## src/rtl/mmc_evt_pkg.sv

```systemverilog
package mmc_evt_pkg;

    // Event bit positions in the pending word (decoded by software and engines)
    localparam int EVT_COUNT     = 13;
    localparam int EV_DATA_DONE  = 0;
    localparam int EV_PROG_DONE  = 1;
    localparam int EV_CMD_END    = 2;
    localparam int EV_STOP_CMD   = 3;
    localparam int EV_CLK_OFF    = 4;
    localparam int EV_RX_REQ     = 5;
    localparam int EV_TX_REQ     = 6;
    localparam int EV_SDIO_ACK   = 12;

    // Clock control write fields
    localparam int CTL_W         = 2;
    localparam int CTL_STOP_BIT  = 0;
    localparam int CTL_START_BIT = 1;

    typedef enum logic [0:0] {
        CLK_HALTED  = 1'b0,
        CLK_RUNNING = 1'b1
    } clk_state_e;

    typedef struct packed {
        logic stop;
        logic start;
    } clk_cmd_t;

endpackage

```

## src/rtl/mmc_evt_mask_reg.sv

```systemverilog
module mmc_evt_mask_reg #(
    parameter int BUS_W = 32,
    parameter int EVT_N = mmc_evt_pkg::EVT_COUNT
) (
    input  logic             clk,
    input  logic             rst_n,
    input  logic             wr_en,
    input  logic [BUS_W-1:0] wr_data,
    output logic [EVT_N-1:0] mask_q
);
    logic unused_hi;
    assign unused_hi = ^wr_data[BUS_W-1:EVT_N];

    always_ff @(posedge clk) begin
        if (!rst_n) begin
            mask_q <= '0;
        end else if (wr_en) begin
            mask_q <= wr_data[EVT_N-1:0];
        end
    end
endmodule

```

## src/rtl/mmc_evt_pend_reg.sv

```systemverilog
module mmc_evt_pend_reg #(
    parameter int EVT_N      = mmc_evt_pkg::EVT_COUNT,
    parameter int CLKOFF_IDX = mmc_evt_pkg::EV_CLK_OFF
) (
    input  logic             clk,
    input  logic             rst_n,
    input  logic [EVT_N-1:0] set_i,
    input  logic [EVT_N-1:0] clr_i,
    input  logic             clkoff_set,
    input  logic             clkoff_clr,
    output logic [EVT_N-1:0] pend_q
);
    for (genvar g = 0; g < EVT_N; g++) begin : g_bit
        if (g == CLKOFF_IDX) begin : g_clkoff
            // Clock control has the last word on this bit; stop beats start
            always_ff @(posedge clk) begin
                if (!rst_n) begin
                    pend_q[g] <= 1'b0;
                end else if (clkoff_set) begin
                    pend_q[g] <= 1'b1;
                end else if (clkoff_clr) begin
                    pend_q[g] <= 1'b0;
                end else if (set_i[g]) begin
                    pend_q[g] <= 1'b1;
                end else if (clr_i[g]) begin
                    pend_q[g] <= 1'b0;
                end
            end
        end else begin : g_plain
            // Set wins over a coincident clear so no event is lost
            always_ff @(posedge clk) begin
                if (!rst_n) begin
                    pend_q[g] <= 1'b0;
                end else if (set_i[g]) begin
                    pend_q[g] <= 1'b1;
                end else if (clr_i[g]) begin
                    pend_q[g] <= 1'b0;
                end
            end
        end
    end
endmodule

```

## src/rtl/mmc_evt_clk_fsm.sv

```systemverilog
module mmc_evt_clk_fsm
    import mmc_evt_pkg::*;
(
    input  logic             clk,
    input  logic             rst_n,
    input  logic             wr_en,
    input  logic [CTL_W-1:0] wr_data,
    output logic             running,
    output logic             clkoff_set,
    output logic             clkoff_clr,
    output logic             abort_pulse
);
    clk_state_e state_q, state_d;
    clk_cmd_t   cmd;

    always_comb begin
        cmd.stop  = wr_en & wr_data[CTL_STOP_BIT];
        cmd.start = wr_en & wr_data[CTL_START_BIT];
    end

    // Next-state logic
    always_comb begin
        state_d = state_q;
        unique case (state_q)
            CLK_HALTED: begin
                if (!cmd.stop && cmd.start) begin
                    state_d = CLK_RUNNING;
                end
            end
            CLK_RUNNING: begin
                if (cmd.stop) begin
                    state_d = CLK_HALTED;
                end
            end
            default: state_d = CLK_HALTED;
        endcase
    end

    // State register
    always_ff @(posedge clk) begin
        if (!rst_n) begin
            state_q <= CLK_HALTED;
        end else begin
            state_q <= state_d;
        end
    end

    // Outputs
    always_ff @(posedge clk) begin
        if (!rst_n) begin
            abort_pulse <= 1'b0;
        end else begin
            abort_pulse <= cmd.stop;
        end
    end

    assign running    = (state_q == CLK_RUNNING);
    assign clkoff_set = cmd.stop;
    assign clkoff_clr = cmd.start & ~cmd.stop;
endmodule

```

## src/rtl/mmc_evt_route.sv

```systemverilog
module mmc_evt_route #(
    parameter int EVT_N  = mmc_evt_pkg::EVT_COUNT,
    parameter int RX_IDX = mmc_evt_pkg::EV_RX_REQ,
    parameter int TX_IDX = mmc_evt_pkg::EV_TX_REQ
) (
    input  logic [EVT_N-1:0] pend,
    input  logic [EVT_N-1:0] mask,
    input  logic             dma_en,
    output logic             irq,
    output logic             rx_req,
    output logic             tx_req
);
    localparam logic [EVT_N-1:0] DMA_SEL =
        (EVT_N'(1) << RX_IDX) | (EVT_N'(1) << TX_IDX);

    logic [EVT_N-1:0] eff_mask;

    always_comb begin
        eff_mask = mask | (dma_en ? DMA_SEL : '0);
        irq      = |(pend & ~eff_mask);
        rx_req   = dma_en & pend[RX_IDX];
        tx_req   = dma_en & pend[TX_IDX];
    end
endmodule

```

## src/rtl/mmc_evt_router.sv

```systemverilog
module mmc_evt_router
    import mmc_evt_pkg::*;
#(
    parameter int BUS_W = 32,
    parameter int EVT_N = EVT_COUNT
) (
    input  logic             clk,
    input  logic             rst_n,
    input  logic             mask_wr_en,
    input  logic [BUS_W-1:0] mask_wr_data,
    output logic [EVT_N-1:0] mask_q,
    output logic [EVT_N-1:0] pend_q,
    input  logic [EVT_N-1:0] evt_set,
    input  logic [EVT_N-1:0] evt_clr,
    input  logic             dma_en,
    input  logic             clkctl_wr_en,
    input  logic [1:0]       clkctl_wr_data,
    output logic             irq,
    output logic             rx_dma_req,
    output logic             tx_dma_req,
    output logic             clk_running,
    output logic             xfer_abort
);
    logic clkoff_set;
    logic clkoff_clr;

    mmc_evt_mask_reg #(.BUS_W(BUS_W), .EVT_N(EVT_N)) u_mask (
        .clk     (clk),
        .rst_n   (rst_n),
        .wr_en   (mask_wr_en),
        .wr_data (mask_wr_data),
        .mask_q  (mask_q)
    );

    mmc_evt_clk_fsm u_clk (
        .clk         (clk),
        .rst_n       (rst_n),
        .wr_en       (clkctl_wr_en),
        .wr_data     (clkctl_wr_data),
        .running     (clk_running),
        .clkoff_set  (clkoff_set),
        .clkoff_clr  (clkoff_clr),
        .abort_pulse (xfer_abort)
    );

    mmc_evt_pend_reg #(.EVT_N(EVT_N), .CLKOFF_IDX(EV_CLK_OFF)) u_pend (
        .clk        (clk),
        .rst_n      (rst_n),
        .set_i      (evt_set),
        .clr_i      (evt_clr),
        .clkoff_set (clkoff_set),
        .clkoff_clr (clkoff_clr),
        .pend_q     (pend_q)
    );

    mmc_evt_route #(.EVT_N(EVT_N), .RX_IDX(EV_RX_REQ), .TX_IDX(EV_TX_REQ)) u_route (
        .pend   (pend_q),
        .mask   (mask_q),
        .dma_en (dma_en),
        .irq    (irq),
        .rx_req (rx_dma_req),
        .tx_req (tx_dma_req)
    );
endmodule

```

## config.mk

```make
export PLATFORM = sky130hd
export DESIGN_NAME = mmc_evt_router
export DESIGN_NICKNAME = d
export VERILOG_FILES = /design/src/rtl/mmc_evt_pkg.sv /design/src/rtl/mmc_evt_mask_reg.sv /design/src/rtl/mmc_evt_pend_reg.sv /design/src/rtl/mmc_evt_clk_fsm.sv /design/src/rtl/mmc_evt_route.sv /design/src/rtl/mmc_evt_router.sv
export SDC_FILE = /design/constraint.sdc
export NUM_CORES = 1
export LEC_CHECK = 0
export ABC_AREA = 1
export ABC_CLOCK_PERIOD_IN_PS = 930
export BUFFER_PORTS_ARGS = -buffer_cell sky130_fd_sc_hd__clkbuf_2
export CORE_UTILIZATION = 38
export CTS_CLUSTER_SIZE = 8
export DETAILED_ROUTE_END_ITERATION = 7
export HOLD_SLACK_MARGIN = 0.06
export PLACE_DENSITY_LB_ADDON = 0.12
export SLEW_MARGIN = 0
export SYNTH_ARGS = -nofsm -noshare
export SYNTH_HDL_FRONTEND = slang
export SYNTH_SLANG_ARGS = --single-unit
```

## constraint.sdc

```tcl
create_clock -name clk -period 0.93 [get_ports clk]
set_input_delay 0.1395 -clock clk [delete_from_list [all_inputs] [get_ports clk]]
set_output_delay 0.1395 -clock clk [all_outputs]
set_load 0.05 [all_outputs]
```

==> results of run 1 <==
==> synth_stat cells, drive strengths merged <==
cell type and number:
inv 34, o21ai 15, nand3 1, a21oi 28, nor2 17, buf 4
nand2 24, dfxtp 28
==> through the flow <==
stage / TNS (ns) / setup WS (ns) / hold WS [ns] / cells / cell area, um^2
3_3_place_gp: -0.2872 / -0.1853 / 0.3451 / 282 / 1863
3_5_place_dp: -0.3236 / -0.2005 / 0.3501 / 282 / 1863
2_1_floorplan: -0.1592 / -0.1592 / 0.2556 / 151 / 1259
4_1_cts: -5.176 / -0.5051 / 0.06076 / 308 / 2694
==> repair_timing <==
item | CTS
pin swaps | 2
hold buffers | 18
endpoints found under the hold margin | 17
setup buffers | 4
resized for setup | 104
setup endpoints to repair | 31
==> cells by family after synthesis <==
group	count (synthesis)	synth area share (%)
compound gates	43	24.36
simple gates	42	13.94
buf+inv	38	14.04
flops	28	47.66
==> impl_metrics.yaml, run 1 <==
placed_design:
  port_buffers: 76
  dp_hpwl_mm: 2.485
  place_congestion: 0.7028
yosys:
  synth.net_count: 216
  seq_area_frac_synth_pct: 47.66
  ys_warn_count: 0
  synth_top_area_share_pct: 47.66
  synth_cell_types: 15
  yosys-top-cells-area: "dfxtp_1, inv_1, a21oi_1"
  synthesis.area_um2: 1176
  synthesis.instances: 151
  syn-mean-instance-area_um2: 7.789
  ys_seq_elements: 28
  yosys.area.top_type: "dfxtp_1"
clocking:
  cts_buffer_depth: 2
  cts_root_buffer: "clkbuf_4"
  h-tree-depth: 1
  cts_sinks: 28
  numCtsBuffers: 3
floorplanning:
  start_util_pct: 41.23
  rows: 19
  fp.dieW_um: 57.64
  ios: 96
  fp.dieH_um: 57.64
grt:
  antenna_found_initial: 0
  grt_max_degree: 27
sta:
  worst_endpoint_kind: "top-level output"
  worst_endpoint: "irq"
outcome:
  haltStage: "5_1_grt"
  error: "[ERROR DPL-0033] detailed placement checks failed during check placement."
  status: "aborted with a tool error"
==> inputs of run 2 (changes only) <==
Settings changed: CORE_UTILIZATION 38 to 30, CTS_CLUSTER_SIZE 8 to not set, HOLD_SLACK_MARGIN 0.06 to not set, PLACE_DENSITY_LB_ADDON 0.12 to 0.15.
==> impl_metrics.yaml, run 2 <==
sta:
  post-route-period-util_pct: 144.8
  slew_viol_final: 0
  tightest_slew_ns: 0.1396
  finalSetupTns_ns: -2.363
  hold_viol_final: 0
  min_period_ns: 1.347
  finalSetupViolations: 24
  fmax_mhz: 742.4
  setup_ws_ns: -0.4170
  finClkSkew_ns: 0
  slew_headroom_pct: 90.59
  grt_setup_unrepaired: "yes"
setup_path:
  start_kind: "flop"
  reg2reg_setup_slack_ns: 0.04
  endpoint_kind: "output pin"
  reg2regPathDepth: 4
  critical_path_arrival_ns: 1.21
  crit_start: "u_mask.mask_q[8]$_SDFFE_PN0P_"
  cp_max_fo: 2
  r2r_end: "u_pend.pend_q[6]$_SDFFE_PN0P_"
  reg2reg_from: "u_pend.pend_q[6]$_SDFFE_PN0P_"
  setup.worst_path.end: "irq"
  path_class: "flop to output pin"
  worstPathRequired_ns: 0.79
grt:
  grt_pass1_wl_mm: 5.589
  top_usage_layer: "met2"
  grt_pass1_vias: 1365
  antenna_found_initial: 0
  grtUsageMet3_pct: 4.577
  grt_use_total_pct: 17.64
  grt_use_met2_pct: 34.61
  use_met1_pct: 18.03
  grt_max_degree: 27
  gr-total-overflow: 0
pwr:
  power.leakage_nw: 1.260
  power.share.combinational_pct: 38.3
  p_int_w: 0.002208
  p_seq_share_pct: 41.4
  vdd_drop_max_mv: 0.8154
  power_switching_share_pct: 31.60
  power.switching_w: 0.001020
  p_per_area_nw_per_um2: 1253
  p_clk_share_pct: 20.3
clocking:
  numCtsBuffers: 3
  insertion_delay_ns: 0.26
  cts_tree: "built"
  path_clk_slew_ns: 0.09
  cts_buffer_depth: 2
  cts_sinks: 28
  cts_hold_buf: 0
  cts_root_buffer: "clkbuf_8"
  h-tree-depth: 1
finish:
  multi_input_area_um2: 488.0
  layout-drive-gt1-share_pct: 68.20
  fin_area_um2: 2577
  diodes: 0
  area_delta_synth_final_pct: 119.1
  nFillCells: 305
  layout_common_cells: "clkbuf_2, inv_1, clkbuf_16, nand2_1, buf_4"
  seqCellArea_um2: 635.6
  final_common_cell: "clkbuf_2"
  top_regs: "u_mask.mask_q: 13 flops, u_pend.pend_q: 13 flops"
  nets: 327
drt:
  vias: 1306
  first_pass_iters: 2
  drt_iter0_markers: 33
  drcViolationCount: 0
  vias_per_cell: 4.227
  wl_mm: 3.379
  drtAntennaViolNets: 0
  routedWlPerCell_um: 10.94
yosys:
  yosys.area.top_type: "dfxtp_1"
  synth_top_area_share_pct: 47.66
  synth_common_cells: "inv_1, dfxtp_1, nand2_1"
  yosys-top-cells-area: "dfxtp_1, inv_1, a21oi_1"
  synth_cell_types: 15
  yosysMostFrequentCell: "inv_1"
  syn-mean-instance-area_um2: 7.789
  synth-main-ff-cell: "dfxtp_1"
  ys_warn_count: 0
  synth.net_count: 216
  ys_seq_elements: 28
  synthesis.instances: 151
  seq_area_frac_synth_pct: 47.66
  synth_edf_count: 0
  synthesis.area_um2: 1176
  ys_async_sr_fraction_pct: 0
floorplanning:
  fp.dieH_um: 64.62
  core_area_um2: 3716
  start_util_pct: 31.65
  ios: 96
  rows: 22
  dieArea_um2: 4175
  fp.dieW_um: 64.62
placed_design:
  place_area_um2: 1914
  port_buffers: 76
  place_congestion: 0.6943
  place_ws_ns: -0.1365
  dp_hpwl_mm: 2.314
worst_hold_path:
  hold_path.class: "input port to flop"
outcome:
  status: "complete, but fails checks"
  failed_checks: "setup timing"
run:
  maxCapViolCount: 0
[run 2: cell counts after synthesis]
Identical to the previous run, type by type.
[run 2: cell families after synthesis]
family          after synthesis  share of synthesized area (%)
compound gates               43                          24.36
simple gates                 42                          13.94
buf+inv                      38                          14.04
flops                        28                          47.66
[run 2: layout make-up]
type | count | share of cell area [%]
tap | 48 | 2.330
sequential | 28 | 24.66
timing repair buffer | 110 | 47.09
multi-input combinational | 85 | 18.93
clock buffer | 4 | 1.748
inverter | 34 | 5.243
[run 2: how the worst min path moves through the flow]
stage                      from                        endpoint  cells after the start
floorplan            evt_set[5]   u_pend.pend_q[5]$_SDFFE_PN0P_                      2
global placement     evt_set[3]   u_pend.pend_q[3]$_SDFFE_PN0P_                      3
detailed placement   evt_set[8]   u_pend.pend_q[8]$_SDFFE_PN0P_                      3
CTS                  evt_set[2]   u_pend.pend_q[2]$_SDFFE_PN0P_                      3
global route        evt_set[12]  u_pend.pend_q[12]$_SDFFE_PN0P_                      3
finish               evt_set[7]   u_pend.pend_q[7]$_SDFFE_PN0P_                      3
[run 2: timing repair]
| action | 4_1_cts | 5_1_grt |
|---|---|---|
| gates cloned | 0 | 0 |
| endpoints found under the hold margin | 0 | 0 |
| buffers inserted | 4 | 8 |
| setup endpoints to repair | 31 | 31 |
| resized for setup | 98 | 20 |
[run 2: metrics by stage]
stage	power, W	hold WS, ns	cells	utilization, %
after detailed placement	0.002234	0.3519	301	51.52
final	0.003229	0.07105	309	69.36
after floorplan	0.001890	0.2556	151	-
after CTS	0.003225	0.06322	307	67.95
after global routing	0.003402	0.06867	309	69.36
after global placement	0.002227	0.3452	301	51.52
[run 2: routing by layer]
metal  vias to the layer above  wire (um)  share of wire, %
met1                       584       1333                39
met3                         2        176               5.2
met5                         -          0                 0
met2                        37       1845                55
li1                        683          -                 -
met4                         0         24              0.71
[run 2: power by group through the flow]
stage | registers (W) | logic, W | clock network (W)
after detailed placement | 0.00135 | 0.000889 | 0
after CTS | 0.00134 | 0.00120 | 0.000688
after floorplan | 0.00164 | 0.000250 | 0
after global placement | 0.00134 | 0.000882 | 0
after global routing | 0.00135 | 0.00131 | 0.000746
final | 0.00134 | 0.00124 | 0.000655
[run 2: worst max-delay path: stages (launching register included)]
cell     delay [ns]
dfxtp_4        0.37
inv_2          0.04
nand2_1        0.05
nand2_1        0.05
inv_1          0.04
nand2_1        0.05
nor2_1         0.12
nand2_2        0.09
buf_12         0.15
No activity file was read; power rests on OpenSTA's default activity.
